File: config.mk
export PLATFORM = sky130hd
export DESIGN_NAME = aud_serial_tx
export DESIGN_NICKNAME = d
export VERILOG_FILES = /design/src/rtl/aud_tx_pkg.sv /design/src/rtl/aud_tx_timing.sv /design/src/rtl/aud_tx_framer.sv /design/src/rtl/aud_tx_lane.sv /design/src/rtl/aud_serial_tx.sv
export SDC_FILE = /design/constraint.sdc
export NUM_CORES = 1
export LEC_CHECK = 0
export BUFFER_PORTS_ARGS = -buffer_cell sky130_fd_sc_hd__buf_2
export CAP_MARGIN = 20
export CELL_PAD_IN_SITES_DETAIL_PLACEMENT = 1
export CELL_PAD_IN_SITES_GLOBAL_PLACEMENT = 2
export CORE_AREA = 2 2 151 153
export CTS_CLUSTER_SIZE = 30
export DETAILED_ROUTE_END_ITERATION = 16
export DIE_AREA = 0 0 153 155
export PLACE_DENSITY_LB_ADDON = 0.1
export SETUP_SLACK_MARGIN = 0.1
export SYNTH_ARGS = -nofsm -noshare
export SYNTH_HDL_FRONTEND = slang
export SYNTH_SLANG_ARGS = --single-unit
File: constraint.sdc
create_clock -name clk_i -period 2.12 [get_ports clk_i]
set_input_delay 0.106 -clock clk_i [delete_from_list [all_inputs] [get_ports clk_i]]
set_output_delay 0.106 -clock clk_i [all_outputs]
set_load 0.005 [all_outputs]
File: src/rtl/aud_tx_pkg.sv
// Shared types for the serial audio transmitter.
package aud_tx_pkg;
    typedef enum logic {
        FMT_I2S = 1'b0,
        FMT_RJ  = 1'b1
    } aud_fmt_e;
endpackage

File: src/rtl/aud_tx_timing.sv
// Bit clock and frame position generator.
// Divides the master clock by CLK_DIV and counts bits inside a two-slot frame.
// Assumes CLK_DIV is even and at least 4; reset is synchronous, active low.
module aud_tx_timing #(
    parameter int CLK_DIV = 4,
    parameter int SLOT_W  = 32
) (
    input  logic clk_i,
    input  logic rst_n_i,
    output logic run_o,
    output logic bclk_o,
    output logic bit_adv_o,
    output logic frame_end_o,
    output logic left_slot_o
);
    localparam int FRAME_BITS = 2 * SLOT_W;
    localparam int DIV_W      = $clog2(CLK_DIV);
    localparam int BCNT_W     = $clog2(FRAME_BITS);

    logic              run_q;
    logic [DIV_W-1:0]  div_q;
    logic [BCNT_W-1:0] bcnt_q;

    // Count master cycles within a bit and bits within a frame.
    always_ff @(posedge clk_i) begin
        if (!rst_n_i) begin
            run_q  <= 1'b0;
            div_q  <= '0;
            bcnt_q <= '0;
        end else if (!run_q) begin
            run_q <= 1'b1;
        end else if (div_q == DIV_W'(CLK_DIV - 1)) begin
            div_q <= '0;
            if (bcnt_q == BCNT_W'(FRAME_BITS - 1)) bcnt_q <= '0;
            else                                   bcnt_q <= bcnt_q + 1'b1;
        end else begin
            div_q <= div_q + 1'b1;
        end
    end

    // Decode clock phase and frame position.
    always_comb begin
        run_o       = run_q;
        bclk_o      = run_q && (div_q >= DIV_W'(CLK_DIV / 2));
        bit_adv_o   = run_q && (div_q == DIV_W'(CLK_DIV - 1));
        frame_end_o = bit_adv_o && (bcnt_q == BCNT_W'(FRAME_BITS - 1));
        left_slot_o = bcnt_q < BCNT_W'(SLOT_W);
    end


    bclk_high_pair_chk: assert property (@(posedge clk_i) disable iff (!rst_n_i)
        $rose(bclk_o) |=> bclk_o);


    bclk_fall_at_adv_chk: assert property (@(posedge clk_i) disable iff (!rst_n_i)
        ($past(rst_n_i) && $fell(bclk_o)) |-> $past(bit_adv_o));
endmodule

File: src/rtl/aud_tx_framer.sv
// Builds the 64-bit frame image of each line from the live inputs.
// Left slot sits in the upper half, MSB first. The image is only used at capture.
module aud_tx_framer
    import aud_tx_pkg::*;
#(
    parameter int SAMPLE_W = 20,
    parameter int SLOT_W   = 32,
    parameter int N_LINES  = 2,
    localparam int CTL_W   = SLOT_W - SAMPLE_W
) (
    input  logic                                 fmt_i,
    input  logic [N_LINES-1:0][SAMPLE_W-1:0]     left_i,
    input  logic [N_LINES-1:0][SAMPLE_W-1:0]     right_i,
    input  logic [CTL_W-1:0]                     ctl_i,
    output logic [N_LINES-1:0][2*SLOT_W-1:0]     vec_o
);
    for (genvar g = 0; g < N_LINES; g++) begin : g_line
        logic [CTL_W-1:0]    tail;
        logic [2*SLOT_W-1:0] word;

        // Only line 0 carries the control word.
        if (g == 0) begin : g_ctl
            assign tail = ctl_i;
        end else begin : g_zero
            assign tail = '0;
        end

        // Place the samples according to the selected format.
        always_comb begin
            if (aud_fmt_e'(fmt_i) == FMT_RJ)
                word = {{CTL_W{left_i[g][SAMPLE_W-1]}},  left_i[g],
                        {CTL_W{right_i[g][SAMPLE_W-1]}}, right_i[g]};
            else
                word = {left_i[g], tail, right_i[g], tail};
        end

        assign vec_o[g] = word;
    end
endmodule

File: src/rtl/aud_tx_lane.sv
// One serial data line: frame shift register plus the one-bit I2S delay stage.
// Assumes bit_adv_i marks the last master cycle of each bit and load_i marks
// the same cycle at the end of the frame.
module aud_tx_lane #(
    parameter int FRAME_BITS = 64
) (
    input  logic                  clk_i,
    input  logic                  rst_n_i,
    input  logic                  run_i,
    input  logic                  bit_adv_i,
    input  logic                  load_i,
    input  logic                  fmt_rj_i,
    input  logic [FRAME_BITS-1:0] vec_i,
    output logic                  sd_o
);
    logic [FRAME_BITS-1:0] sr_q;
    logic                  dly_q;

    // Load a frame at the strobe, otherwise shift out one bit per bit period.
    always_ff @(posedge clk_i) begin
        if (!rst_n_i) begin
            sr_q  <= '0;
            dly_q <= 1'b0;
        end else if (load_i) begin
            sr_q  <= vec_i;
            dly_q <= sr_q[FRAME_BITS-1];
        end else if (bit_adv_i) begin
            sr_q  <= {sr_q[FRAME_BITS-2:0], 1'b0};
            dly_q <= sr_q[FRAME_BITS-1];
        end
    end

    // Pick the aligned or the one-bit-delayed stream.
    always_comb begin
        sd_o = run_i && (fmt_rj_i ? sr_q[FRAME_BITS-1] : dly_q);
    end


    sd_edge_only_chk: assert property (@(posedge clk_i) disable iff (!rst_n_i)
        ($past(rst_n_i) && !$past(bit_adv_i)) |-> $stable(sd_o));


    load_on_bit_edge_chk: assert property (@(posedge clk_i) disable iff (!rst_n_i)
        load_i |-> bit_adv_i);
endmodule

File: src/rtl/aud_serial_tx.sv
// Top level: two serial data lines sharing one bit clock and one word select.
// Format and frame data are captured together at the frame strobe.
module aud_serial_tx
    import aud_tx_pkg::*;
#(
    parameter int SAMPLE_W = 20,
    parameter int SLOT_W   = 32,
    parameter int N_LINES  = 2,
    parameter int CLK_DIV  = 4,
    localparam int CTL_W   = SLOT_W - SAMPLE_W
) (
    input  logic                             clk_i,
    input  logic                             rst_n_i,
    input  logic                             fmt_i,
    input  logic [N_LINES-1:0][SAMPLE_W-1:0] left_i,
    input  logic [N_LINES-1:0][SAMPLE_W-1:0] right_i,
    input  logic [CTL_W-1:0]                 ctl_i,
    output logic                             bclk_o,
    output logic                             ws_o,
    output logic [N_LINES-1:0]               sdata_o,
    output logic                             frame_load_o
);
    localparam int FRAME_BITS = 2 * SLOT_W;

    logic     run, bit_adv, frame_end, left_slot;
    aud_fmt_e fmt_q;
    logic [N_LINES-1:0][FRAME_BITS-1:0] vec;

    aud_tx_timing #(.CLK_DIV(CLK_DIV), .SLOT_W(SLOT_W)) u_timing (
        .clk_i      (clk_i),
        .rst_n_i    (rst_n_i),
        .run_o      (run),
        .bclk_o     (bclk_o),
        .bit_adv_o  (bit_adv),
        .frame_end_o(frame_end),
        .left_slot_o(left_slot)
    );

    aud_tx_framer #(.SAMPLE_W(SAMPLE_W), .SLOT_W(SLOT_W), .N_LINES(N_LINES)) u_framer (
        .fmt_i  (fmt_i),
        .left_i (left_i),
        .right_i(right_i),
        .ctl_i  (ctl_i),
        .vec_o  (vec)
    );

    // Hold the format for the whole frame.
    always_ff @(posedge clk_i) begin
        if (!rst_n_i)       fmt_q <= FMT_I2S;
        else if (frame_end) fmt_q <= aud_fmt_e'(fmt_i);
    end

    for (genvar g = 0; g < N_LINES; g++) begin : g_lane
        aud_tx_lane #(.FRAME_BITS(FRAME_BITS)) u_lane (
            .clk_i    (clk_i),
            .rst_n_i  (rst_n_i),
            .run_i    (run),
            .bit_adv_i(bit_adv),
            .load_i   (frame_end),
            .fmt_rj_i (fmt_q == FMT_RJ),
            .vec_i    (vec[g]),
            .sd_o     (sdata_o[g])
        );
    end

    // Word select polarity follows the held format.
    always_comb begin
        ws_o         = run && ((fmt_q == FMT_RJ) ? left_slot : !left_slot);
        frame_load_o = frame_end;
    end


    ws_edge_only_chk: assert property (@(posedge clk_i) disable iff (!rst_n_i)
        ($past(rst_n_i) && !$past(bit_adv)) |-> $stable(ws_o));


    fmt_held_chk: assert property (@(posedge clk_i) disable iff (!rst_n_i)
        ($past(rst_n_i) && !$past(frame_load_o)) |-> $stable(fmt_q));


    reset_quiet_chk: assert property (@(posedge clk_i)
        !rst_n_i |=> (!bclk_o && !ws_o && (sdata_o == '0) && !frame_load_o));
endmodule

==> results of run 1 <==
cell usage after synthesis (all sizes together), types with 4 or more instances:
master	n	area share (%)
a21oi	8	0.52
o311ai	44	5.0
o21ai	62	4.0
dfxtp	140	37
mux2	94	14
nor2	5	0.24
o221ai	49	5.6
clkbuf	43	2.1
nand2	70	3.5
a31oi	27	2.2
nand3	99	6.5
buf	82	5.7
inv	10	0.49
nand4	118	9.6
a221oi	6	0.69
mux2i	4	0.52
layout make-up:
class / instances / share of cell area [%]
sequential: 140 / 30.5
timing repair buffer: 156 / 12.3
tap: 285 / 3.88
multi-input combinational: 612 / 46.2
inverter: 10 / 0.408
clock inverter: 14 / 1.99
clock buffer: 18 / 4.67
sequential cells by signal (all words and copies together), names as in the netlist:
signal	cells
fmt_q	1
g_lane.u_lane.dly_q	2
g_lane.u_lane.sr_q	128
u_timing.bcnt_q	6
u_timing.div_q	2
u_timing.run_o	1
worst min-delay path: stages:
cell                      delay [ns]
sky130_fd_sc_hd__buf_2          0.11
sky130_fd_sc_hd__nand4_1        0.10
sky130_fd_sc_hd__a31oi_1        0.08
worst min-delay path by stage:
stage / depth (start not counted) / start / end / slack [ns]
finish: 3 / left_i[23] / g_lane[1].u_lane.sr_q[35]$_SDFFE_PN0P_ / 0.02
global route: 3 / right_i[30] / g_lane[1].u_lane.sr_q[10]$_SDFFE_PN0P_ / 0.01
CTS: 3 / left_i[23] / g_lane[1].u_lane.sr_q[35]$_SDFFE_PN0P_ / 0.003
detailed placement: 3 / right_i[11] / g_lane[0].u_lane.sr_q[11]$_SDFFE_PN0P_ / 0.42
global placement: 3 / left_i[10] / g_lane[0].u_lane.sr_q[42]$_SDFFE_PN0P_ / 0.41
floorplan: 0 / rst_n_i / u_timing.run_o$_DFF_P_ / 0.13
report_power, final:
part	switching (mW)	internal (mW)	total [mW]
registers	0.0147	2.65	2.67
logic	0.310	0.273	0.583
clock network	1.28	1.88	3.15
total	1.60	4.80	6.40
timing repair:
action / 4_1_cts / 5_1_grt
endpoints found under the hold margin: 22 / 0
cloned: 0 / 0
pin swaps: 0 / 1
hold buffers: 22 / 0
resized for setup: 2 / 1
endpoints found under the setup margin: 1 / 2
setup buffers: 0 / 2
layer usage:
metal	share of wire (%)	global-route usage (%)	wire [um]
met5	0	0	0
met4	1.3	5.07	323
met3	3.0	3.76	762
met2	48	36.0	12400
met1	48	29.2	12300
kinds of logic after synthesis:
family,synth area share (%)
xor+xnor,0.229
mux,14.3
fa+ha+maj,0.490
simple gates,20.8
buf+inv,8.34
compound gates,19.3
flops,36.6
==> results.md, run 1 <==
* WP buf/inv at 1
* Unrepaired setup endpoints after global routing: no
* Total detailed-routing wirelength at 25,700 um
* Clock tree from TritonCTS: yes
* Count of different cell masters after synthesis at 37
* Start point of the critical path: u_timing.bcnt_q[0]$_SDFFE_PN0P_
* Mapped cell area at 7660 um^2
* Half-perimeter wire length after placement at 16,600 um
* Startpoint of the worst-slack reg-to-reg timing path: u_timing.bcnt_q[0]$_SDFFE_PN0P_
* Die span in x at 153 um
* Number of nets with antenna violations after detailed routing at 0
* Slowest stage delay, CP at 0.42 ns
* Clock tree root driver cell: sky130_fd_sc_hd__clkbuf_16
* Net total in the final layout at 1,035
* Clock Sink Count at 140
* Fraction of the yosys area taken by sequential cells at 36.6%
* Part of the cycle the worst path needs at 88.2%
* Number of setup violations in the final report at 0
* Kind of capture point of the worst setup path: output pin
* Cells after synthesis at 887
* Path category of the worst min-delay check: input pin to register
* Global-route wire length before repair at 41,600 um
* Top cell family by delay on the critical path: simple AND/OR/NAND/NOR gates
* CP Capture Point: frame_load_o
* Area taken by flip-flops and latches at 2800 um^2
* Total of fill cells in the finished design at 2,589
* Average via count per standard cell at 6.01
* Data arrival, critical path at 1.76 ns
* Worst clock skew on the final layout at 0.00965 ns
* Total number of H-tree levels at 4
* Final std cells w/o fill at 1,235
* Critical path's slowest cell: sky130_fd_sc_hd__dfxtp_1
* Hold Slack at 0.0221 ns
* Largest vdd supply drop at 0.428 mV
* Clock latency reported for the late side of the worst-skew pair at 0.43 ns
* Buffers from clock root to sink, at most at 2
* Area added between synthesis and finish at 20.0%
* Internal reg-to-reg setup slack at 0.29 ns
* Number of rows created at floorplan at 55
* Cells along the critical path: ha_1 -> nand2_2 -> nor3_4 -> buf_2
* Placeable Area at 22,200 um^2
* Pin count of the biggest net entering global routing at 92
* Total congestion overflow after global routing at 0
* Proportion of synthesized flip-flops having asynchronous set or reset at 0%
* Power consumption at 6.40 mW
* Multi-input logic area at 4250 um^2
* Final Hold Violating Endpoints at 0
* WP depth at 4
* Count of state elements after synthesis at 140
* Iteration count of the initial detailed-routing pass at 7
* Outcome: complete, no violations
* Length in cells of the worst reg-to-reg path at 5
* IO Count at 100
* Max cap viols at 0
* Critical path class: register to output pin
* Global-route usage over all layers at 21.6%
* Power density relative to cell area at 697 nW/um^2
* Starting density of the core at 34.5%
* Static leakage at 3.02 nW
* Initial antenna violation count at 0
* Detailed router's first-iteration violation count at 302
* Final critical-path setup slack at 0.249 ns
* Routed length per placed instance at 20.8 um
* Number of clock buffers inserted by TritonCTS at 17
* Startpoint type of the worst setup path: register
* Worst slack at placement at 0.184 ns
* Critical register-to-register path endpoint: g_lane[1].u_lane.sr_q[21]$_SDFFE_PN0P_
* Final sum of negative setup slack at 0 ns
* Last weighted congestion value of the routability-driven placer at 0.768
* Total of warnings raised by yosys at 0
* Number of global-route vias before repair at 7,550
* Data required time of the worst path at 2.01 ns
* Slew at the pin with the worst max-slew slack at 0.600 ns
* Most used DFF post-synth: sky130_fd_sc_hd__dfxtp_1
* Achievable Freq at 0.535 GHz
* # port buffers at 99
* Number of max-slew violations in the final report at 0
* Post-Place Cells at 1,179
* Antenna fix cells at 0
* Post-synthesis net count at 985
* EDFF count, synth at 0
* Post-Layout Inst Area at 9190 um^2
* Area of the die at 23,700 um^2
* Worst-case headroom to the max-slew limit at 60.0%
* Final standard cell utilization of the core at 41.4%
* Post-synthesis average cell area at 8.64 um^2
* Time the final worst path needs with I/O delays and setup at 1.87 ns
* Share of final-layout standard cells stronger than drive strength 1 at 28.3%
* Register clock-pin slew on the reported worst setup and hold paths at 0.06 ns
* Detailed-route DRC error count at 0
* Vertical die dimension at 155 um
* Overall via count from detail_route at 7,424
* Most common cell after layout, fill and taps aside: sky130_fd_sc_hd__dfxtp_1
* Highest-count cells in the layout ignoring fill and taps: sky130_fd_sc_hd__dfxtp_1 (140), sky130_fd_sc_hd__nand4_1 (118), sky130_fd_sc_hd__nand3_1 (99)
* Cell Area, Placed at 8330 um^2
* Maximum fanout along the worst path at 11
(Power assumes the default switching activity.)
==> run 2: changes to the inputs <==
CORE_AREA = 2 2 146 148   (was 2 2 151 153)
DIE_AREA = 0 0 148 150   (was 0 0 153 155)
clock period = 2.35 ns   (was 2.12 ns; I/O delays follow)
==> results.md, run 2 (same netlist as run 1, synthesis figures left out) <==
* Outcome: complete, no violations
* Cell Area, Placed at 8320 um^2 (-0.15%)
* Max cap viols at 0 (unchanged)
* Cells along the critical path: ha_1 -> nand2_1 -> nor3_2 -> buf_2
* Time the final worst path needs with I/O delays and setup at 2.08 ns
* Pin count of the biggest net entering global routing at 81 (-12%)
* Layer with the highest usage: met2
* Clock latency reported for the late side of the worst-skew pair at 0.43 ns (about the same)
* Initial antenna violation count at 0 (unchanged)
* Final Hold Violating Endpoints at 0 (unchanged)
* Number of global-route vias before repair at 7,560 (+0.13%)
* Final critical-path setup slack at 0.269 ns (+0.0197 ns)
* Highest-count cells in the layout ignoring fill and taps: sky130_fd_sc_hd__dfxtp_1 (140), sky130_fd_sc_hd__nand4_1 (118), sky130_fd_sc_hd__nand3_1 (99)
* Half-perimeter wire length after placement at 16,700 um (+0.44%)
* Total number of H-tree levels at 4 (unchanged)
* Net total in the final layout at 1,016 (-1.8%)
* Achievable Freq at 0.481 GHz
* Switching power summed over all nets at 1.40 mW (-13%)
* Global routing met2 resource utilization at 39.0% (+3.0 points)
* Vertical die dimension at 150 um (-3.2%)
* Number of max-slew violations in the final report at 0 (unchanged)
* Worst clock skew on the final layout at 0.00960 ns (-0.0000495 ns)
* Final sum of negative setup slack at 0 ns (unchanged)
* Clock Sink Count at 140 (unchanged)
* Post-Layout Inst Area at 9030 um^2 (-1.8%)
* Beginning of the worst hold path: right_i[29]
* Global-route wire length before repair at 41,300 um (-0.76%)
* Last weighted congestion value of the routability-driven placer at 0.798 (+4.0%)
* Final std cells w/o fill at 1,206 (-2.3%)
* Number of setup violations in the final report at 0 (unchanged)
* # port buffers at 99 (unchanged)
* Share of final-layout standard cells stronger than drive strength 1 at 28.0% (-0.28 points)
* Largest Register: g_lane.u_lane.sr_q
* Routed length per placed instance at 21.3 um (+2.0%)
* Power density relative to cell area at 633 nW/um^2 (-9.1%)
* Area added between synthesis and finish at 17.8%
* Detailed router's first-iteration violation count at 391 (+29%)
* Path category of the worst min-delay check: input pin to register
* Part of the cycle the worst path needs at 88.6%
* Data required time of the worst path at 2.23 ns (+0.22 ns)
* Number of rows created at floorplan at 53 (-3.6%)
* Total of fill cells in the finished design at 2,436 (-5.9%)
* Worst slack at placement at 0.453 ns (+0.269 ns)
* Met1 Use GR at 31.0% (+1.8 points)
* Area of the die at 22,200 um^2 (-6.4%)
* Total congestion overflow after global routing at 0 (unchanged)
* Regs by FF count: g_lane.u_lane.sr_q: 128 flops, u_timing.bcnt_q: 6 flops
* Starting density of the core at 37.0% (+2.6 points)
* Worst-case headroom to the max-slew limit at 56.8% (-3.2 points)
* Number of nets with antenna violations after detailed routing at 0 (unchanged)
* Switching Share at 24.4% (-0.64 points)
* Die span in x at 148 um (-3.3%)
* Clock tree root driver cell: sky130_fd_sc_hd__clkbuf_16
* Max reg flops at 128 (unchanged)
* Slowest stage delay, CP at 0.45 ns (+0.03 ns)
* Total detailed-routing wirelength at 25,600 um (-0.39%)
* Critical path class: register to output pin
* Startpoint type of the worst setup path: register
* Sequential Power Share at 42.1% (+0.5 points)
* Placeable Area at 20,700 um^2 (-6.9%)
* Unrepaired setup endpoints after global routing: no
* Overall via count from detail_route at 7,396 (-0.38%)
* Area taken by flip-flops and latches at 2800 um^2 (unchanged)
* Startpoint of the worst-slack reg-to-reg timing path: u_timing.bcnt_q[0]$_SDFFE_PN0P_
* Multi-input logic area at 4240 um^2 (-0.26%)
* Kind of capture point of the worst setup path: output pin
* Start point of the critical path: u_timing.bcnt_q[0]$_SDFFE_PN0P_
* Static leakage at 2.93 nW (-3.0%)
* Average via count per standard cell at 6.13 (+2.0%)
* Slew at the pin with the worst max-slew slack at 0.632 ns (+0.0324 ns)
* Register clock-pin slew on the reported worst setup and hold paths at 0.06 ns (about the same)
* Post-Place Cells at 1,164 (-1.3%)
* GR met3 Demand/Resource at 3.81% (+0.051 points)
* Internal power consumption at 4.32 mW (-9.9%)
* Critical path's slowest cell: sky130_fd_sc_hd__nor3_2
* Global-route usage over all layers at 23.2% (+1.7 points)
* Fraction of power consumed by the clock network at 49.1% (about the same)
* Most common cell after layout, fill and taps aside: sky130_fd_sc_hd__dfxtp_1
* Buffers from clock root to sink, at most at 2 (unchanged)
* Maximum fanout along the worst path at 10 (-1)
* Clock tree from TritonCTS: yes
* Number of clock buffers inserted by TritonCTS at 17 (unchanged)
* Combinational fraction of design power at 8.8% (-0.3 points)
* Iteration count of the initial detailed-routing pass at 4 (-3)
* Antenna fix cells at 0 (unchanged)
* Data arrival, critical path at 1.96 ns (+0.20 ns)
* Detailed-route DRC error count at 0 (unchanged)
* Largest vdd supply drop at 0.412 mV (-3.7%)
* IO Count at 100 (unchanged)
* Final standard cell utilization of the core at 43.6% (+2.3 points)
[run 2: final timing paths]
path         cells after the start  slack, ns                                endpoint
max reg2reg                      5       0.42  g_lane[1].u_lane.sr_q[11]$_SDFFE_PN0P_
min reg2reg                      2       0.45     g_lane[1].u_lane.dly_q$_SDFFE_PN0P_
min                              3       0.01   g_lane[1].u_lane.sr_q[9]$_SDFFE_PN0P_
max                              4       0.27                            frame_load_o
[run 2: through the flow]
stage	hold slack (ns)	total power, mW
6_report	0.0146	5.72
3_3_place_gp	0.433	2.94
4_1_cts	0.000373	5.78
5_1_grt	0.0174	5.93
2_1_floorplan	0.145	2.75
3_5_place_dp	0.434	2.95
[run 2: power by group through the flow]
stage,Combinational [mW],Clock [mW],Sequential (mW)
final,0.503,2.81,2.41
after floorplan,0.294,0,2.45
after CTS,0.504,2.87,2.41
after global routing,0.541,2.98,2.41
after global placement,0.480,0,2.46
after detailed placement,0.488,0,2.46
[run 2: area by class of cell]
type,count,share of cell area (%)
Timing Repair Buffer,137,11.1
Tap cell,275,3.81
Clock inverter,14,1.87
Sequential cell,140,31.0
Inverter,10,0.416
Multi-Input combinational cell,612,46.9
Clock buffer,18,4.86
[run 2: what timing repair did]
action / in CTS / in global routing
endpoints found under the hold margin: 10 / 0
resized for setup: 0 / 0
setup buffers: 0 / 0
hold buffers: 10 / 0
[run 2: worst max-delay path: cells and delay by family, from the launching register on]
kind / cells / cell delay, ns
adders and majority gates: 1 / 0.22
buffers and inverters: 1 / 0.19
DFF: 1 / 0.40
and+or+nand+nor: 2 / 0.73
[run 2: per-layer routing]
metal / up-vias / wire length [um]
met1: 3703 / 12100
met4: 0 / 469
met5: - / 0
li1: 3534 / -
met2: 128 / 12400
met3: 31 / 671
